## src/rtl/frps_pkg.sv

```systemverilog
package frps_pkg;

  typedef enum logic [1:0] {
    PH_IDLE = 2'd0,
    PH_LOW  = 2'd1,
    PH_GAP  = 2'd2
  } phase_t;

  // Cycles in one recovery hold: one millisecond at clk_hz, never below one.
  function automatic int unsigned hold_cycles(input int unsigned clk_hz);
    return (clk_hz < 1000) ? 1 : clk_hz / 1000;
  endfunction

  // Bits needed for a counter that runs 0 .. n-1.
  function automatic int unsigned cnt_width(input int unsigned n);
    return (n < 2) ? 1 : $clog2(n);
  endfunction

  function automatic int unsigned max_u(input int unsigned a, input int unsigned b);
    return (a > b) ? a : b;
  endfunction

endpackage

```

## src/rtl/frps_sync.sv

```systemverilog
module frps_sync #(
  parameter int unsigned STAGES    = 2,
  parameter logic        RESET_VAL = 1'b1
) (
  input  logic clk,
  input  logic rst_n,
  input  logic din,
  output logic dout
);

  logic [STAGES-1:0] shreg;

  generate
    if (STAGES == 1) begin : g_one
      always_ff @(posedge clk or negedge rst_n) begin
        if (!rst_n) shreg <= RESET_VAL;
        else        shreg <= din;
      end
    end else begin : g_chain
      always_ff @(posedge clk or negedge rst_n) begin
        if (!rst_n) shreg <= {STAGES{RESET_VAL}};
        else        shreg <= {shreg[STAGES-2:0], din};
      end
    end
  endgenerate

  assign dout = shreg[STAGES-1];

endmodule

```

## src/rtl/frps_pulse_seq.sv

```systemverilog
module frps_pulse_seq
  import frps_pkg::*;
#(
  parameter int unsigned HOLD_CYC   = 1000,
  parameter int unsigned SETTLE_CYC = 16
) (
  input  logic clk,
  input  logic rst_n,
  input  logic fault_seen,
  input  logic bypass_en,
  output logic recov_n,
  output logic start_evt,
  output logic release_evt
);

  localparam int unsigned CW = cnt_width(max_u(HOLD_CYC, SETTLE_CYC));
  localparam logic [CW-1:0] HOLD_LAST = CW'(HOLD_CYC - 1);
  localparam logic [CW-1:0] GAP_LAST  = CW'(SETTLE_CYC - 1);

  phase_t        phase_q, phase_d;
  logic [CW-1:0] cnt_q, cnt_d;
  logic          want;
  logic          hold_done;
  logic          gap_done;

  assign want      = fault_seen & ~bypass_en;
  assign hold_done = (phase_q == PH_LOW) && (cnt_q == HOLD_LAST);
  assign gap_done  = (phase_q == PH_GAP) && (cnt_q == GAP_LAST);

  assign start_evt   = want && ((phase_q == PH_IDLE) || gap_done);
  assign release_evt = hold_done;

  always_comb begin
    phase_d = phase_q;
    cnt_d   = cnt_q + 1'b1;
    unique case (phase_q)
      PH_IDLE: begin
        cnt_d = '0;
        if (start_evt) phase_d = PH_LOW;
      end
      PH_LOW: begin
        if (hold_done) begin
          phase_d = PH_GAP;
          cnt_d   = '0;
        end
      end
      PH_GAP: begin
        if (gap_done) begin
          phase_d = start_evt ? PH_LOW : PH_IDLE;
          cnt_d   = '0;
        end
      end
      default: begin
        phase_d = PH_IDLE;
        cnt_d   = '0;
      end
    endcase
  end

  always_ff @(posedge clk or negedge rst_n) begin
    if (!rst_n) begin
      phase_q <= PH_IDLE;
      cnt_q   <= '0;
    end else begin
      phase_q <= phase_d;
      cnt_q   <= cnt_d;
    end
  end

  assign recov_n = (phase_q != PH_LOW);

endmodule

```

## src/rtl/frps_irq_track.sv

```systemverilog
module frps_irq_track
  import frps_pkg::*;
#(
  parameter int unsigned SETTLE_CYC = 16
) (
  input  logic clk,
  input  logic rst_n,
  input  logic fault_seen,
  output logic irq_act
);

  localparam int unsigned CW = cnt_width(SETTLE_CYC);
  localparam logic [CW-1:0] QUIET_LAST = CW'(SETTLE_CYC - 1);

  logic [CW-1:0] quiet_q;

  always_ff @(posedge clk or negedge rst_n) begin
    if (!rst_n) begin
      irq_act <= 1'b0;
      quiet_q <= '0;
    end else if (fault_seen) begin
      irq_act <= 1'b1;
      quiet_q <= '0;
    end else if (irq_act) begin
      if (quiet_q == QUIET_LAST) begin
        irq_act <= 1'b0;
        quiet_q <= '0;
      end else begin
        quiet_q <= quiet_q + 1'b1;
      end
    end
  end

endmodule

```

## src/rtl/fault_recovery_seq.sv

```systemverilog
module fault_recovery_seq
  import frps_pkg::*;
#(
  parameter int unsigned CLK_HZ     = 100_000_000,
  parameter int unsigned SETTLE_CYC = 16
) (
  input  logic clk,
  input  logic rst_n,
  input  logic fault_n_in,
  input  logic bypass_en,
  output logic recov_n,
  output logic irq_n,
  output logic fault_active
);

  localparam int unsigned HOLD_CYC = hold_cycles(CLK_HZ);

  logic healthy_sync;
  logic fault_seen;
  logic irq_act;
  logic start_evt;
  logic release_evt;

  frps_sync #(
    .STAGES   (2),
    .RESET_VAL(1'b1)
  ) u_sync (
    .clk  (clk),
    .rst_n(rst_n),
    .din  (fault_n_in),
    .dout (healthy_sync)
  );

  assign fault_seen = ~healthy_sync;

  frps_pulse_seq #(
    .HOLD_CYC  (HOLD_CYC),
    .SETTLE_CYC(SETTLE_CYC)
  ) u_seq (
    .clk        (clk),
    .rst_n      (rst_n),
    .fault_seen (fault_seen),
    .bypass_en  (bypass_en),
    .recov_n    (recov_n),
    .start_evt  (start_evt),
    .release_evt(release_evt)
  );

  frps_irq_track #(
    .SETTLE_CYC(SETTLE_CYC)
  ) u_irq (
    .clk       (clk),
    .rst_n     (rst_n),
    .fault_seen(fault_seen),
    .irq_act   (irq_act)
  );

  assign irq_n        = ~irq_act;
  assign fault_active = fault_seen;

endmodule

```

## config.mk

```make
export PLATFORM = sky130hd
export DESIGN_NAME = fault_recovery_seq
export DESIGN_NICKNAME = d
export VERILOG_FILES = /design/src/rtl/frps_pkg.sv /design/src/rtl/frps_sync.sv /design/src/rtl/frps_pulse_seq.sv /design/src/rtl/frps_irq_track.sv /design/src/rtl/fault_recovery_seq.sv
export SDC_FILE = /design/constraint.sdc
export NUM_CORES = 1
export LEC_CHECK = 0
export ABC_AREA = 1
export ABC_CLOCK_PERIOD_IN_PS = 2700
export BUFFER_PORTS_ARGS = -buffer_cell sky130_fd_sc_hd__buf_2
export CAP_MARGIN = 20
export CORE_MARGIN = 1.5
export CORE_UTILIZATION = 40
export DETAILED_ROUTE_END_ITERATION = 16
export GPL_TIMING_DRIVEN = 0
export PLACE_DENSITY = 0.63
export SYNTH_ARGS = -nofsm -noshare
export SYNTH_HDL_FRONTEND = slang
export SYNTH_SLANG_ARGS = --single-unit
```

## constraint.sdc

```tcl
create_clock -name clk -period 2.7 [get_ports clk]
set_input_delay 0.27 -clock clk [delete_from_list [all_inputs] [get_ports clk]]
set_output_delay 0.27 -clock clk [all_outputs]
set_load 0.02 [all_outputs]
```

==> run metrics, run 1 <==
outcome finished, final reports clean; # IOs 7; placed inst area 1500 um^2; clock power share between 20 and 30%; All-Layer GR Usage 14.1%; vias in the first global route about 1100; initial antenna violation count 0; pwr/cell area 434 nW/um^2; asr flop ratio synth 100%; Switching Power ~150 uW; crit path to u_seq.cnt_q[10]; Post-CTS Setup Bufs 0; Final Cell Area ~1500 um^2; CP Max Fanout 10; Post-DP HPWL about 1900 um; RSZ-0062 raised after global routing no; GPL Wtd Cong 0.874; # setup viols final 0; synthesized net count approximately 180; ant diodes 0; Synth Instances approximately 170; Required @ worst endpoint between 2 and 3 ns; VDD IR max roughly 0.21 mV; CP arrival 1.83 ns; Synth Flop Type dfrtp_1; leak pwr between 0.0007 and 0.0008 uW; CTS tree yes; CTS sink cnt 26; Post-synth EDFFs 0; Max-slew headroom 61.1%; via count about 1100; HP Class in2reg; Netlist cell types 26; Total Wirelength 2480 um; share of cells above drive strength 1 12.1%; CTS Buf Count 3; initial DRC count 49; Final ANT Viol Nets 0; Combinational Power Share under 10%; Final Max Tran Viols 0; synthesis warning total 0; Nets 193; post-route insts no fill about 230; GRT overflow 0; complex-gate fraction of the synthesized area 3.64%; simple-gate portion of the synthesized area between 30 and 40%; final hold viol count 0; startpoint class of the critical path flop; TNS Setup 0 ns; Reg clk slew, reported paths 0.13 ns; row cnt 21; htree depth 1; worst r2r dst u_seq.cnt_q[10]; Syn-to-layout area delta 9.51%; clock latency at the later pin of the worst-skew pair 0.32 ns; mean area per synthesized cell roughly 8.2 um^2; Cell Count Post-Placement 223; first drt pass iteration count 4; main combinational cell family by area after synthesis simple AND/OR/NAND/NOR gates; Die Span X 62.3 um; Mapped Area around 1400 um^2; detailed-route DRC error count 0; worst slew pin tran a little under 0.6 ns; Initial Util 41.9%; IO buf count 6; largest net degree at the start of global routing 27; Die H 62.3 um; post-synthesis sequential area ratio 46.4%; worst-case reg-to-reg path depth 9; Crit Path Class reg2reg; Flop pwr share 63.8%; fin crit share 59.6%; vias per cell 4.74; P_int just over 500 uW; minimum clock period 1.61 ns; CTS root buffer clkbuf_4; die area 3880 um^2; reg-to-reg startpoint u_seq.cnt_q[0]; fmax 0.622 GHz; DR WL/cell 10.9 um; Placeable Area 3360 um^2; xor/xnor cell area share of the yosys netlist under 10%; adder-cell area share of the yosys netlist 5.33%; Synth Register Bits 26; multiplexer share of the synthesized area 0%; launch point of the critical path u_seq.cnt_q[0]; flop2flop setup slack 1.09 ns; Net Sw Frac 23.0%; first-pass GRT wire length 4490 um; Bufs on Longest Clock Path 2; Worst Setup End Kind flop; Max Cap Violations 0; skew final approximately 0.005 ns; post_cts resized 0
[metal layers]
metal	vias to the layer above	part of all wire [%]	GRT usage, %
met5	-	0	0
met4	0	2.1	6.11
met3	6	3.3	3.26
met2	21	46	25.0
met1	496	49	16.2
li1	557	-	-
[critical path: stages, from the launching register on]
cell,delay [ns]
dfrtp_1,0.39
ha_1,0.19
nand2_1,0.10
nor2_2,0.21
nand3_1,0.11
nand2_1,0.11
nand2_2,0.09
nand2_4,0.12
buf_8,0.14
nor2_1,0.05
[flip-flops by register name, indices dropped and copies added, names as in the netlist]
register,flops
u_seq.cnt_q,17
u_irq.quiet_q,4
u_seq.phase_q,2
u_sync.shreg,2
u_irq.irq_act,1
[final cells by class]
type	instances	area [um^2]
plain buffers	2	26.3
multi-input cells	124	657
repair buffers	7	40.0
flip-flops and latches	26	653
inverters	19	71.3
clock buffers	4	36.3
well taps	46	57.6
fillers	347	1820
[cells by family after synthesis]
group,count (synthesis)
AO/OA/AOI/OAI,9
XOR/XNOR,11
adder cells (fa/ha/maj),6
buffers and inverters,21
flip-flops,26
AND/OR/NAND/NOR,98
[power groups by stage]
stage          Clock [uW]  Sequential [uW]  Combinational (uW)
6_report              192              427                50.3
5_1_grt               216              432                60.4
4_1_cts               202              428                52.2
3_5_place_dp            0              435                51.0
3_3_place_gp            0              434                48.9
2_1_floorplan           0              432                35.0
[what timing repair did]
action                                  CTS  global route
hold endpoints to repair                 24             0
endpoints found under the setup margin    0             0
hold buffers                              1             0
[synth_stat cells, types with 2 or more instances]
library cell,number,area (um^2)
nand2_1,34,128
ha_1,6,75.1
nand3_1,13,65.1
a21oi_1,2,10.0
nor2_1,35,131
inv_1,19,71.3
nand4_1,4,25.0
xnor2_1,4,35.0
or2_2,2,12.5
xor2_1,7,61.3
nor2_2,2,12.5
o21ai_0,4,20.0
dfrtp_1,24,601
dfstp_2,2,52.6
nand2_2,2,12.5
[through the flow]
step | total power (uW) | worst slack, ns | util (%) | hold WS, ns
3_5_place_dp | 486 | 1.12 | 44.5 | 0.301
4_1_cts | 682 | 1.09 | 45.8 | 0.0207
5_1_grt | 709 | 0.960 | 45.8 | 0.0149
2_1_floorplan | 467 | 1.34 | - | -0.0256
3_3_place_gp | 483 | 1.16 | 44.5 | 0.295
6_report | 670 | 1.09 | 45.8 | 0.0335
[layout by cell type (no fill, tap or decap)]
| cell type | count |
|---|---|
| xor2_1 | 7 |
| o21bai_1 | 1 |
| or2_1 | 1 |
| ha_1 | 6 |
| nand3_1 | 13 |
| nand3b_1 | 1 |
| o21a_1 | 1 |
| clkbuf_8 | 1 |
| inv_1 | 19 |
| nand2_1 | 34 |
| dfrtp_1 | 24 |
| buf_2 | 6 |
| clkbuf_4 | 3 |
| nand2_2 | 2 |
| nand2_4 | 1 |
| dfstp_2 | 2 |
| nor2_2 | 2 |
| or2_2 | 2 |
| a21oi_1 | 2 |
| buf_6 | 1 |
| nor2_4 | 1 |
| a31oi_1 | 1 |
| nor2_1 | 35 |
| xnor2_1 | 4 |
| buf_8 | 1 |
| and3_1 | 1 |
| dlygate4sd3_1 | 1 |
| o21ai_0 | 4 |
| nand4_1 | 4 |
| nor3_1 | 1 |
[how the worst min path moves through the flow]
stage	from	slack [ns]	endpoint	depth (start not counted)
after floorplan	rst_n	-0.03	u_irq.irq_act	0
after global placement	rst_n	0.30	u_irq.quiet_q[3]	1
final	fault_n_in	0.03	u_sync.shreg[0]	1
after detailed placement	rst_n	0.30	u_irq.quiet_q[3]	1
after CTS	fault_n_in	0.02	u_sync.shreg[0]	1
after global routing	fault_n_in	0.01	u_sync.shreg[0]	1
Note: power is estimated with default switching activity, not from simulation.
==> run 2, diff against run 1 <==
Settings changed: ABC_CLOCK_PERIOD_IN_PS 2700 to 1300, PLACE_DENSITY 0.63 to 0.65.
Clock period 2.7 ns to 1.3 ns, I/O delays scaled along.
==> run 2 against run 1 <==
The run now ends with setup timing left. Cell count up 11%. Core utilization is 10 points higher. Via count rose by 13%. Sequential share of layout area decreased by 7.6 points. Combinational power increased by 120%. Critical endpoint is now u_seq.cnt_q[9]. Largest cell class unchanged. Largest power group unchanged.
==> run metrics, run 2 (synthesis gave the netlist of run 1 again) <==
vias per cell 4.83 (+1.9%); Syn-to-layout area delta 34.0%; worst slew pin tran 0.566 ns (-0.0180 ns); Total Wirelength 3020 um (+22%); Max-slew headroom 62.3% (+1.2 points); M3 GR Usage 2.72% (-0.54 points); first drt pass iteration count 4 (unchanged); most frequent cells in the layout nand2_1 (30), nor2_1 (29), dfrtp_1 (22); share of cells above drive strength 1 32.9% (+21 points); failing checks setup timing; # IOs 7 (unchanged); RSZ-0062 raised after global routing yes; launch point of the critical path u_seq.cnt_q[1]; row cnt 21 (unchanged); Post-DP HPWL 1860 um (+0.36%); TNS Setup -3.87 ns (-3.87 ns); clock latency at the later pin of the worst-skew pair 0.34 ns (+0.02 ns); commonest non-fill, non-tap cell in the layout nand2_1; Max Cap Violations 0 (unchanged); Hold Startpoint bypass_en; FILL cells 310 (-11%); fin crit share 118% (+58 points); Crit Path Class reg2reg; detailed-route DRC error count 0 (unchanged); Final WS setup -0.229 ns (-1.32 ns); All-Layer GR Usage 15.8% (+1.7 points); CTS root buffer clkbuf_4; most used routing layer met2; skew final 0.00839 ns (+0.00338 ns); Largest regs u_seq.cnt_q (17), u_irq.quiet_q (4); Placeable Area 3360 um^2 (unchanged); initial antenna violation count 0 (unchanged); Required @ worst endpoint 1.55 ns (-1.37 ns); GPL Wtd Cong 0.856 (-2.0%); htree depth 1 (unchanged); Final Max Tran Viols 0 (unchanged); reg-to-reg startpoint u_seq.cnt_q[1]; die area 3880 um^2 (unchanged); met1 Track Usage GR 19.0% (+2.9 points); first-pass GRT wire length 4930 um (+9.7%); GRT overflow 0 (unchanged); post-route insts no fill 253 (+11%); vias in the first global route 1143 (+3.6%); CTS sink cnt 26 (unchanged); IO buf count 6 (unchanged); DR WL/cell 11.9 um (+9.6%); pwr/cell area 833 nW/um^2 (+92%); minimum clock period 1.53 ns (-0.0791 ns); startpoint class of the critical path flop; fmax 0.654 GHz (+5.2%); met2 Usage GRT 28.5% (+3.5 points); Finished Core Util 56.1% (+10 points); Reg clk slew, reported paths 0.15 ns (+0.02 ns); leak pwr 0.000912 uW (+23%); CTS Buf Count 3 (unchanged); Die Span X 62.3 um (unchanged); Most flops, register u_seq.cnt_q; Die H 62.3 um (unchanged); outcome complete, but fails checks; CTS tree yes; Cell Count Post-Placement 223 (unchanged); Initial Util 41.9% (unchanged); via count 1221 (+13%); register area 656 um^2 (+0.38%); VDD IR max 0.391 mV (+82%); initial DRC count 46 (-6.1%); Pwr Total 1570 uW (+130%); number of flip-flops in the largest register 17 (unchanged); Nets 218 (+13%); CP arrival 1.78 ns (-0.05 ns); HP Class in2reg; CP Max Fanout 5 (-5); largest net degree at the start of global routing 27 (unchanged); ant diodes 0 (unchanged); Bufs on Longest Clock Path 2 (unchanged); Final ANT Viol Nets 0 (unchanged); Worst Setup End Kind flop; multi-input logic area 743 um^2 (+13%); # setup viols final 20 (+20); final hold viol count 0 (unchanged)
-- run 2: cell types whose count changed in the layout (fill, tap and decap cells not counted), sizes merged --
cell | previous run | this run
buf | 8 | 31
bufinv | 0 | 1
dlygate4sd3 | 1 | 2
-- run 2: power breakdown --
group	total (uW)	switching [uW]	internal [uW]
registers	890	38.0	852
clock network	572	259	313
logic	111	58.0	52.9
total	1570	355	1220
-- run 2: cell type report --
| class | instances | share of cell area, % |
|---|---|---|
| plain buffers | 2 | 1.39 |
| clock buffers | 3 | 1.19 |
| clock inverters | 1 | 1.59 |
| inverters | 19 | 3.78 |
| multi-input cells | 124 | 39.4 |
| flip-flops and latches | 26 | 34.7 |
| well taps | 46 | 3.05 |
| repair buffers | 32 | 14.9 |
-- run 2: what timing repair did --
item,4_1_cts,5_1_grt
hold endpoints to repair,25,0
resized for setup,6,24
endpoints found under the setup margin,20,21
hold buffers,2,0
gates cloned,0,1
buffers inserted,11,13
pin swaps,2,18
-- run 2: per-stage QoR --
step                      hold slack, ns  instance area [um^2]  setup slack [ns]
after global placement             0.156                  1500            -0.231
after CTS                          0.253                  1700            -0.159
after floorplan                   -0.166                  1420           -0.0499
after detailed placement           0.161                  1500            -0.227
after global routing               0.266                  1890            -0.307
final                              0.244                  1890            -0.229
-- run 2: routing by layer --
layer / wire (um) / vias up
met5: 0 / -
met4: 56 / 0
met3: 75 / 5
met2: 1580 / 21
met1: 1310 / 587
li1: - / 608
-- run 2: final timing paths --
kind | slack, ns | depth (start not counted) | to
worst max-delay path | -0.23 | 9 | u_seq.cnt_q[9]
worst min-delay path | 0.24 | 6 | u_seq.phase_q[0]
worst max register to register | -0.23 | 9 | u_seq.cnt_q[9]
worst min register to register | 0.37 | 0 | u_sync.shreg[1]
max in group asynchronous | 0.59 | 2 | u_seq.cnt_q[7]
min in group asynchronous | 0.29 | 2 | u_irq.quiet_q[2]
-- run 2: worst max-delay path, stage by stage, from the launching register on --
cell and delay, ns:
dfrtp_1 0.38, ha_2 0.21, nand2_4 0.07, nor2_4 0.17
nand3_2 0.11, nand2_2 0.12, nand2_4 0.09, nand2_8 0.11
clkbuf_16 0.14, nor2_1 0.04
==> run 3, diff against run 2 <==
Settings changed: ABC_CLOCK_PERIOD_IN_PS 1300 to 2000, GPL_ROUTABILITY_DRIVEN from default to 0, PLACE_DENSITY 0.65 to 0.63.
Clock period 1.3 ns to 2 ns, I/O delays scaled along.
==> run 3 against run 2 <==
The run now ends clean. Fmax is 4.6% lower. Clock skew is 0.0014 ns lower. Cell count down 9.5%. First-iteration DRC count increased by 17%. Hold slack improved by 0.094 ns. Clock power shrank 55%. Clock-buffer cell count grew 1. Sequential power is 35% lower. Sequential cell count stayed put. Largest power group unchanged.
==> run metrics, run 3 (synthesis gave the netlist of run 1 again) <==
outcome finished, final reports clean; worst-case reg-to-reg path depth 9 (unchanged); WHS Path Cells 7 (+1); Bufs on Longest Clock Path 2 (unchanged); Final WS setup 0.397 ns (+0.626 ns); Max Cap Violations 0 (unchanged); Worst Hold End u_seq.phase_q[1]; Max-slew headroom 62.0% (-0.25 points); multi-input logic area 657 um^2 (-12%); Reg clk slew, reported paths 0.13 ns (-0.02 ns); Crit Path Class reg2reg; clock latency at the later pin of the worst-skew pair 0.32 ns (-0.02 ns); fmax 0.624 GHz (-4.6%); Final ANT Viol Nets 0 (unchanged); largest net degree at the start of global routing 27 (unchanged); VDD IR max 0.293 mV (-25%); initial antenna violation count 0 (unchanged); vias per cell 4.79 (-0.83%); die area 3880 um^2 (unchanged); # IOs 7 (unchanged); final hold viol count 0 (unchanged); startpoint class of the critical path flop; vias in the first global route 1108 (-3.1%); crit-path most repeated cell nand2_1; CP max-delay cell dfrtp_1; reg-to-reg startpoint u_seq.cnt_q[0]; CTS root buffer clkbuf_4; Post-CTS Setup Bufs 0 (-11); share of cells above drive strength 1 12.0% (-21 points); HP Class in2reg; Place WS 0.423 ns (+0.650 ns); row cnt 21 (unchanged); All-Layer GR Usage 14.1% (-1.6 points); RSZ-0062 raised after global routing no; Largest regs u_seq.cnt_q (17), u_irq.quiet_q (4); Nets 194 (-11%); crit path cell chain ha_1 -> nand2_1 -> nor2_2 -> nand3_1 -> nand2_1 -> nand2_2 -> nand2_4 -> buf_8 -> nor2_1; CP Max Fanout 10 (+5); pwr/cell area 584 nW/um^2 (-30%); worst r2r dst u_seq.cnt_q[6]; CTS Buf Count 3 (unchanged); Die H 62.3 um (unchanged); Placeable Area 3360 um^2 (unchanged); FILL cells 346 (+12%); launch point of the critical path u_seq.cnt_q[0]; # setup viols final 0 (-100%); flop2flop setup slack 0.40 ns (+0.63 ns); number of flip-flops in the largest register 17 (unchanged); TNS Setup 0 ns (+3.87 ns); Die Span X 62.3 um (unchanged); htree depth 1 (unchanged); GRT overflow 0 (unchanged); Critical Path Stages 9 (unchanged); CP Buf/Inv Count 1 (unchanged); leak pwr 0.000744 uW (-18%); detailed-route DRC error count 0 (unchanged); initial DRC count 54 (+17%); minimum clock period 1.60 ns (+0.0741 ns); CTS tree yes; Final Max Tran Viols 0 (unchanged); fin crit share 80.2% (-37 points); commonest non-fill, non-tap cell in the layout nor2_1; Post-DP HPWL 1850 um (-0.36%); Total Wirelength 2480 um (-18%); DR WL/cell 10.8 um (-9.3%); Initial Util 41.9% (unchanged); CP top delay family simple AND/OR/NAND/NOR gates; Hold Startpoint bypass_en; Crit path largest cell delay 0.39 ns (about the same); first-pass GRT wire length 4520 um (-8.3%); Syn-to-layout area delta 10.2%; most frequent cells in the layout nor2_1 (35), nand2_1 (34), dfrtp_1 (24); IO buf count 6 (unchanged); CP arrival 1.82 ns (+0.04 ns); first drt pass iteration count 4 (unchanged); skew final 0.00703 ns (-0.00135 ns); worst slew pin tran 0.570 ns (+0.00375 ns); ant diodes 0 (unchanged); Required @ worst endpoint 2.22 ns (+0.67 ns); via count 1096 (-10%); CTS sink cnt 26 (unchanged); Most flops, register u_seq.cnt_q; Worst Setup End Kind flop; register area 653 um^2 (-0.38%)
==> run 3: area by class of cell <==
| type | count | share of cell area, % |
|---|---|---|
| tap | 46 | 3.71 |
| clock buffer | 4 | 2.34 |
| buffer | 2 | 1.69 |
| inverter | 19 | 4.60 |
| timing repair buffer | 8 | 3.23 |
| sequential | 26 | 42.1 |
| multi-input combinational | 124 | 42.3 |
==> run 3: metal layers <==
metal / GRT usage (%) / routed length [um]
met1: 16.3 / 1180
met3: 3.26 / 78
met2: 25.1 / 1170
met5: 0 / 0
met4: 6.11 / 51
==> run 3: how the worst max path moves through the flow <==
stage,endpoint
5_1_grt,u_seq.cnt_q[8]
2_1_floorplan,u_seq.cnt_q[10]
3_3_place_gp,u_seq.cnt_q[10]
4_1_cts,u_seq.cnt_q[10]
3_5_place_dp,u_seq.cnt_q[10]
6_report,u_seq.cnt_q[6]
==> run 3: per-stage QoR <==
stage	total power (uW)	hold slack, ns	std cells	utilization (%)	instance area [um^2]
floorplan	630	-0.0956	171	-	1410
global placement	652	0.225	223	44.5	1500
detailed placement	656	0.231	223	44.5	1500
CTS	922	0.328	229	46.1	1550
global route	958	0.372	229	46.1	1550
finish	907	0.339	229	46.1	1550
==> run 3: where the power goes <==
part           switching (uW)  total, uW  internal, uW
clock network             149        260           111
registers                23.5        577           553
logic                    36.8       69.7          32.9
total                     209        907           698
==> run 3: what timing repair did <==
item                                    in CTS  in global routing
hold endpoints to repair                    25                  0
gates resized for setup                      0                  0
endpoints found under the setup margin       0                  0
hold buffers                                 2                  0
==> run 3: worst register-to-register path, delay by kind of cell (launching register included) <==
kind / cells / cell delay, ns
fa+ha+maj: 1 / 0.19
buf+inv: 1 / 0.15
flops: 1 / 0.39
simple gates: 7 / 0.79
